### config.mk
export PLATFORM = sky130hd
export DESIGN_NAME = tsched_top
export DESIGN_NICKNAME = d
export VERILOG_FILES = /design/src/rtl/tsched_pkg.sv /design/src/rtl/tsched_pool_fifo.sv /design/src/rtl/tsched_state_table.sv /design/src/rtl/tsched_top.sv
export SDC_FILE = /design/constraint.sdc
export NUM_CORES = 1
export LEC_CHECK = 0
export BUFFER_PORTS_ARGS = -buffer_cell sky130_fd_sc_hd__buf_2
export CAP_MARGIN = 20
export CORE_UTILIZATION = 35
export DETAILED_ROUTE_END_ITERATION = 10
export PLACE_DENSITY = 0.53
export SKIP_LAST_GASP = 1
export SYNTH_ARGS = -nofsm -noshare
export SYNTH_HDL_FRONTEND = slang
export SYNTH_SLANG_ARGS = --single-unit
### constraint.sdc
create_clock -name clk -period 2.8 [get_ports clk]
set_input_delay 0.28 -clock clk [delete_from_list [all_inputs] [get_ports clk]]
set_output_delay 0.28 -clock clk [all_outputs]
set_load 0.005 [all_outputs]
### src/rtl/tsched_pkg.sv
package tsched_pkg;
  typedef enum logic [1:0] {
    TS_READY = 2'b00,
    TS_EXEC  = 2'b01,
    TS_SUSP  = 2'b10
  } tstate_e;
endpackage

### src/rtl/tsched_pool_fifo.sv
// Ring queue of waiting thread IDs; depth equals the thread count, so it cannot overflow.
module tsched_pool_fifo #(
  parameter int DEPTH = 8,
  parameter int ID_W  = 3
) (
  input  logic            clk,
  input  logic            rst_n,
  input  logic            push_i,
  input  logic [ID_W-1:0] push_id_i,
  input  logic            pop_i,
  output logic [ID_W-1:0] head_id_o,
  output logic            empty_o
);
  localparam int PTR_W = (DEPTH > 1) ? $clog2(DEPTH) : 1;
  localparam int CNT_W = $clog2(DEPTH + 1);
  localparam logic [PTR_W-1:0] PTR_LAST = PTR_W'(DEPTH - 1);

  logic [ID_W-1:0]  mem_q [DEPTH];
  logic [PTR_W-1:0] rd_q, rd_d, wr_q, wr_d;
  logic [CNT_W-1:0] cnt_q, cnt_d;

  function automatic logic [PTR_W-1:0] ptr_inc(input logic [PTR_W-1:0] p);
    return (p == PTR_LAST) ? '0 : p + 1'b1;
  endfunction

  always_comb begin
    rd_d  = pop_i  ? ptr_inc(rd_q) : rd_q;
    wr_d  = push_i ? ptr_inc(wr_q) : wr_q;
    cnt_d = cnt_q;
    if (push_i && !pop_i) cnt_d = cnt_q + 1'b1;
    if (pop_i && !push_i) cnt_d = cnt_q - 1'b1;
  end

  always_ff @(posedge clk or negedge rst_n) begin
    if (!rst_n) begin
      rd_q  <= '0;
      wr_q  <= PTR_LAST;
      cnt_q <= CNT_W'(DEPTH - 1);
    end else begin
      if (pop_i)           rd_q  <= rd_d;
      if (push_i)          wr_q  <= wr_d;
      if (push_i != pop_i) cnt_q <= cnt_d;
    end
  end

  for (genvar e = 0; e < DEPTH; e++) begin : g_slot
    logic slot_we;
    assign slot_we = push_i && (wr_q == PTR_W'(e));
    always_ff @(posedge clk or negedge rst_n) begin
      if (!rst_n)       mem_q[e] <= (e < DEPTH - 1) ? ID_W'(e + 1) : '0;
      else if (slot_we) mem_q[e] <= push_id_i;
    end
  end

  assign head_id_o = mem_q[rd_q];
  assign empty_o   = (cnt_q == '0);
endmodule

### src/rtl/tsched_state_table.sv
// Per-thread lifecycle state; thread 0 starts running, the rest waiting.
module tsched_state_table
  import tsched_pkg::*;
#(
  parameter int NUM_THREADS = 8,
  parameter int TID_W       = 3
) (
  input  logic                         clk,
  input  logic                         rst_n,
  input  logic                         park_en_i,
  input  logic [TID_W-1:0]             park_tid_i,
  input  logic                         run_en_i,
  input  logic [TID_W-1:0]             run_tid_i,
  input  logic                         wake_en_i,
  input  logic [TID_W-1:0]             wake_tid_i,
  output tstate_e [NUM_THREADS-1:0]    state_o
);
  for (genvar g = 0; g < NUM_THREADS; g++) begin : g_thr
    localparam logic [TID_W-1:0] MY_ID = TID_W'(g);
    tstate_e st_q, st_d;
    logic    st_en;

    always_comb begin
      st_d = st_q;
      if (park_en_i && park_tid_i == MY_ID) st_d = TS_SUSP;
      if (run_en_i  && run_tid_i  == MY_ID) st_d = TS_EXEC;
      if (wake_en_i && wake_tid_i == MY_ID) st_d = TS_READY;
    end
    assign st_en = (st_d != st_q);

    always_ff @(posedge clk or negedge rst_n) begin
      if (!rst_n)     st_q <= (g == 0) ? TS_EXEC : TS_READY;
      else if (st_en) st_q <= st_d;
    end

    assign state_o[g] = st_q;
  end
endmodule

### src/rtl/tsched_top.sv
module tsched_top
  import tsched_pkg::*;
#(
  parameter  int NUM_THREADS = 8,
  localparam int TID_W       = $clog2(NUM_THREADS)
) (
  input  logic             clk,
  input  logic             rst_n,
  input  logic             load_issued_i,
  input  logic             cpl_valid_i,
  input  logic [TID_W-1:0] cpl_tid_i,
  output logic [TID_W-1:0] cur_tid_o,
  output logic             run_valid_o,
  output logic             idle_o,
  output logic             err_o
);
  tstate_e [NUM_THREADS-1:0] thr_state;
  logic [TID_W-1:0] head_tid;
  logic             pool_empty;

  logic [TID_W-1:0] cur_q, cur_d;
  logic             run_q, run_d, err_q, err_d;
  logic             cur_en, run_en, err_en;
  logic             do_switch, want_thread, do_pop;
  logic             cpl_in_range, wake_ok, cpl_bad;
  tstate_e          cpl_state;

  // State of the thread a completion names (guarded against unused ID codes)
  always_comb begin
    cpl_state = TS_READY;
    for (int i = 0; i < NUM_THREADS; i++)
      if (cpl_tid_i == TID_W'(i)) cpl_state = thr_state[i];
  end

  assign cpl_in_range = (32'(cpl_tid_i) < NUM_THREADS);
  assign wake_ok      = cpl_valid_i && cpl_in_range && (cpl_state == TS_SUSP);
  assign cpl_bad      = cpl_valid_i && !wake_ok;

  assign do_switch    = run_q && load_issued_i;
  assign want_thread  = do_switch || !run_q;
  assign do_pop       = want_thread && !pool_empty;

  always_comb begin
    cur_d  = do_pop ? head_tid : cur_q;
    run_d  = do_pop ? 1'b1 : (do_switch ? 1'b0 : run_q);
    err_d  = err_q | cpl_bad;
    cur_en = do_pop;
    run_en = do_pop || do_switch;
    err_en = cpl_bad;
  end

  always_ff @(posedge clk or negedge rst_n) begin
    if (!rst_n) begin
      cur_q <= '0;
      run_q <= 1'b1;
      err_q <= 1'b0;
    end else begin
      if (cur_en) cur_q <= cur_d;
      if (run_en) run_q <= run_d;
      if (err_en) err_q <= err_d;
    end
  end

  tsched_pool_fifo #(
    .DEPTH (NUM_THREADS),
    .ID_W  (TID_W)
  ) u_pool (
    .clk       (clk),
    .rst_n     (rst_n),
    .push_i    (wake_ok),
    .push_id_i (cpl_tid_i),
    .pop_i     (do_pop),
    .head_id_o (head_tid),
    .empty_o   (pool_empty)
  );

  tsched_state_table #(
    .NUM_THREADS (NUM_THREADS),
    .TID_W       (TID_W)
  ) u_states (
    .clk        (clk),
    .rst_n      (rst_n),
    .park_en_i  (do_switch),
    .park_tid_i (cur_q),
    .run_en_i   (do_pop),
    .run_tid_i  (head_tid),
    .wake_en_i  (wake_ok),
    .wake_tid_i (cpl_tid_i),
    .state_o    (thr_state)
  );

  assign cur_tid_o   = cur_q;
  assign run_valid_o = run_q;
  assign idle_o      = !run_q;
  assign err_o       = err_q;
endmodule

==> summary.txt <==
Run status
  – Status: completed

Setup path
  – Worst-path cell chain: or3b_1, a21oi_2, nor4_4, nor3b_4, inv_1, ha_1, xor2_1, ha_1, a21oi_1, xor2_1, nor2_1, xor2_1
  – Crit path buffers/inverters: 1
  – Critical-path cell with the highest stage delay: dfrtp_1
  – Crit path kind: flip-flop to flip-flop
  – Critical path startpoint category: flip-flop
  – Most numerous cell on the critical path: xor2_1
  – Family with the most delay on the worst path: simple AND/OR/NAND/NOR gates
  – WP data arrival: 2.71 ns
  – Kind of end point of the critical path: flip-flop
  – Critical Path Fanout Max: 5
  – Critical Path RT: 3.05 ns
  – Crit path largest cell delay: 0.39 ns

Synth
  – Post-synth ARST share: 100%
  – Synthesized Nets: 280
  – Post-synth EDFFs: 0
  – Synthesized area: 3010 sq um
  – Synth top area share: 29.1%
  – Post-synthesis sequential area ratio: 46.6%
  – Yosys cell types: 50
  – Syn_area_per_cell: 11.5 sq um
  – Cells after synthesis: 262
  – Synth Flop Type: dfrtp_1
  – Register bit count reported by yosys: 55
  – Post-synth top area cell: dfrtp_1
  – Synth Warn #: 0
  – Top cells by area, synth: dfrtp_1 (29%), dfstp_2 (17%), mux2_2 (12%)

Clock network
  – Reg clk slew, reported paths: 0.11 ns
  – Clock sinks: 55
  – CTS tree: yes
  – Num CTS Buffers: 5
  – CTS H-Tree Depth: 2
  – Clk_lat worst skew: 0.31 ns
  – # Post-CTS Setup Buffers: 0
  – CTS root buffer: clkbuf_8
  – Longest Clk Path Bufs: 2

Global routing
  – Largest net degree at the start of global routing: 23
  – Vias in the first global route: 2138
  – First-pass GRT wire length: 11300 um
  – Global route hottest layer: met2
  – Grt total ovfl: 0
  – Met3 usage: 2.90%
  – GRT Total Usage: 16.6%
  – Routing usage on met2: 27.5%
  – Met1 Use GR: 22.4%
  – Initial antenna violation count: 0

Floorplanning
  – Die extent in x: 94.7 um
  – Row count: 33
  – Core ar.: 8260 sq um
  – Initial core utilization: 36.5%
  – Chip height: 94.7 um
  – Die area: 8980 sq um
  – I/O pins: 13

Detailed routing
  – Vias per cell: 5.29
  – Number of remaining DRC errors: 0
  – Final wirelength: 6610 um
  – Initial drt markers: 84
  – First-pass DRT Iterations: 4
  – Routed Antenna Nets: 0
  – Vias: 2062
  – DR WL/cell: 16.9 um

Layout
  – Most common cell after layout, fill and taps aside: dfrtp_1
  – Most frequent cells in the layout: dfrtp_1 (35), mux2_2 (31), nor2_1 (20), dfstp_2 (20)
  – Area added between synthesis and finish: 11.8%
  – Nets: 302
  – Ant diodes: 0
  – Share of layout cells above drive strength 1: 36.5%
  – Final instance area: 3370 sq um

Timing
  – Worst Tran Pin Value: 0.659 ns
  – Finish-stage setup viols: 0
  – Final Max Tran Viols: 0
  – Worst Skew: 0.0123 ns
  – Setup_tns: 0 ns
  – Slew headroom: 56.0%
  – Period Utilization, post-route: 87.9%
  – Final Hold Vio Count: 0
  – FMAX: 0.406 GHz
  – RSZ-0062 raised after global routing: no
  – Final Critical Period: 2.46 ns

Placement
  – Final Wtd Congestion: 0.744
  – DP Wirelength: 4900 um
  – Dpl cell area: 3240 sq um
  – PortBufs: 12

Power
  – Sequential power share: 42.7%
  – NetSw: 1.35 mW
  – Switching Share: 37.1%
  – P per Cell Area: 1080 nW/um^2
  – Clk pwr share: 14.7%
  – Logic gate share of total power: 42.6%
  – VDD IR max: 0.311 mV
  – Cell internal pwr: 2.29 mW
  – Tot Pwr: 3.64 mW
  – Leakage Power: 1.42 nW

Run
  – Max-cap check violation count: 0

Worst hold path
  – Worst hold path class: input port to flip-flop
-- path summary, 6_finish.rpt --
| kind | from | end | slack, ns | cells after the start |
|---|---|---|---|---|
| max | u_states.g_thr[4].st_q[0] | u_pool.cnt_q[2] | 0.34 | 12 |
| min | load_issued_i | run_valid_o | 0.17 | 2 |
| max reg2reg | u_states.g_thr[4].st_q[0] | u_pool.cnt_q[2] | 0.34 | 12 |
| min reg2reg | err_o | err_o | 0.47 | 1 |
| max in group asynchronous | rst_n | u_pool.mem_q[14] | 1.69 | 3 |
| min in group asynchronous | rst_n | u_states.g_thr[1].st_q[1] | 0.41 | 2 |
-- cells by family (layout without fill, tap and decap cells) --
logic type,count (synthesis),count (layout),synth area share [%]
AO/OA/AOI/OAI,47,47,10.4
XOR/XNOR,5,5,1.45
adder cells (fa/ha/maj),11,11,4.57
buffers and inverters,21,44,3.20
flip-flops,55,55,46.6
multiplexers,41,41,16.6
AND/OR/NAND/NOR,82,82,17.2
-- worst register-to-register path: stages, from the launching register on --
cell	delay [ns]
dfrtp_1	0.39
or3b_1	0.36
a21oi_2	0.19
nor4_4	0.07
nor3b_4	0.21
inv_1	0.08
ha_1	0.25
xor2_1	0.16
ha_1	0.19
a21oi_1	0.14
xor2_1	0.08
nor2_1	0.12
xor2_1	0.16
-- sequential cells by signal, summed over array words and instances, names as in the netlist --
register,count
u_pool.wr_q,3
u_pool.rd_q,3
run_valid_o,1
cur_tid_o,3
u_pool.cnt_q,4
u_states.g_thr.st_q,16
u_pool.mem_q,24
err_o,1
-- routing by layer --
layer / wire [um] / part of all wire (%) / vias to the layer above
li1: - / - / 991
met1: 3150 / 48 / 1043
met2: 3270 / 49 / 26
met3: 160 / 2.4 / 2
met4: 29 / 0.44 / 0
met5: 0 / 0 / -
-- stage by stage --
stage / hold slack, ns / cells / util [%] / setup WS, ns
3_3_place_gp: 0.229 / 381 / 39.3 / 0.271
5_1_grt: 0.180 / 390 / 40.8 / 0.162
2_1_floorplan: -0.0156 / 262 / - / 0.0253
4_1_cts: 0.164 / 390 / 40.8 / 0.310
6_report: 0.173 / 390 / 40.8 / 0.339
3_5_place_dp: 0.231 / 381 / 39.3 / 0.196
-- repair_timing --
| action | in CTS | in global routing |
|---|---|---|
| hold buffers | 1 | 0 |
| endpoints found under the hold margin | 10 | 0 |
| resized for setup | 0 | 0 |
-- final cells by class --
type / instances / area, sq um
tap: 105 / 131
inverter: 9 / 33.8
multi-input combinational: 186 / 1510
clock inverter: 3 / 43.8
sequential: 55 / 1400
fill: 803 / 4890
timing repair buffer: 27 / 175
clock buffer: 5 / 68.8
-- cells in the mapped netlist (5+ instances only) --
library cell,number
nand2_1,14
a21oi_1,14
mux2_2,31
clkbuf_1,8
o2bb2ai_1,5
o21ai_0,6
nand3_1,6
dfrtp_1,35
nand2b_1,5
inv_1,9
nor2_1,20
mux2i_1,6
nor3_1,6
dfstp_2,20
ha_1,11
nor2b_1,7
nor3_2,7
-- power groups by stage --
stage / Clock (mW) / Combinational, mW / Sequential [mW]
2_1_floorplan: 0 / 1.25 / 1.44
3_3_place_gp: 0 / 1.54 / 1.57
3_5_place_dp: 0 / 1.56 / 1.58
4_1_cts: 0.557 / 1.57 / 1.56
5_1_grt: 0.583 / 1.76 / 1.62
6_report: 0.535 / 1.55 / 1.56
(Power assumes the default switching activity.)
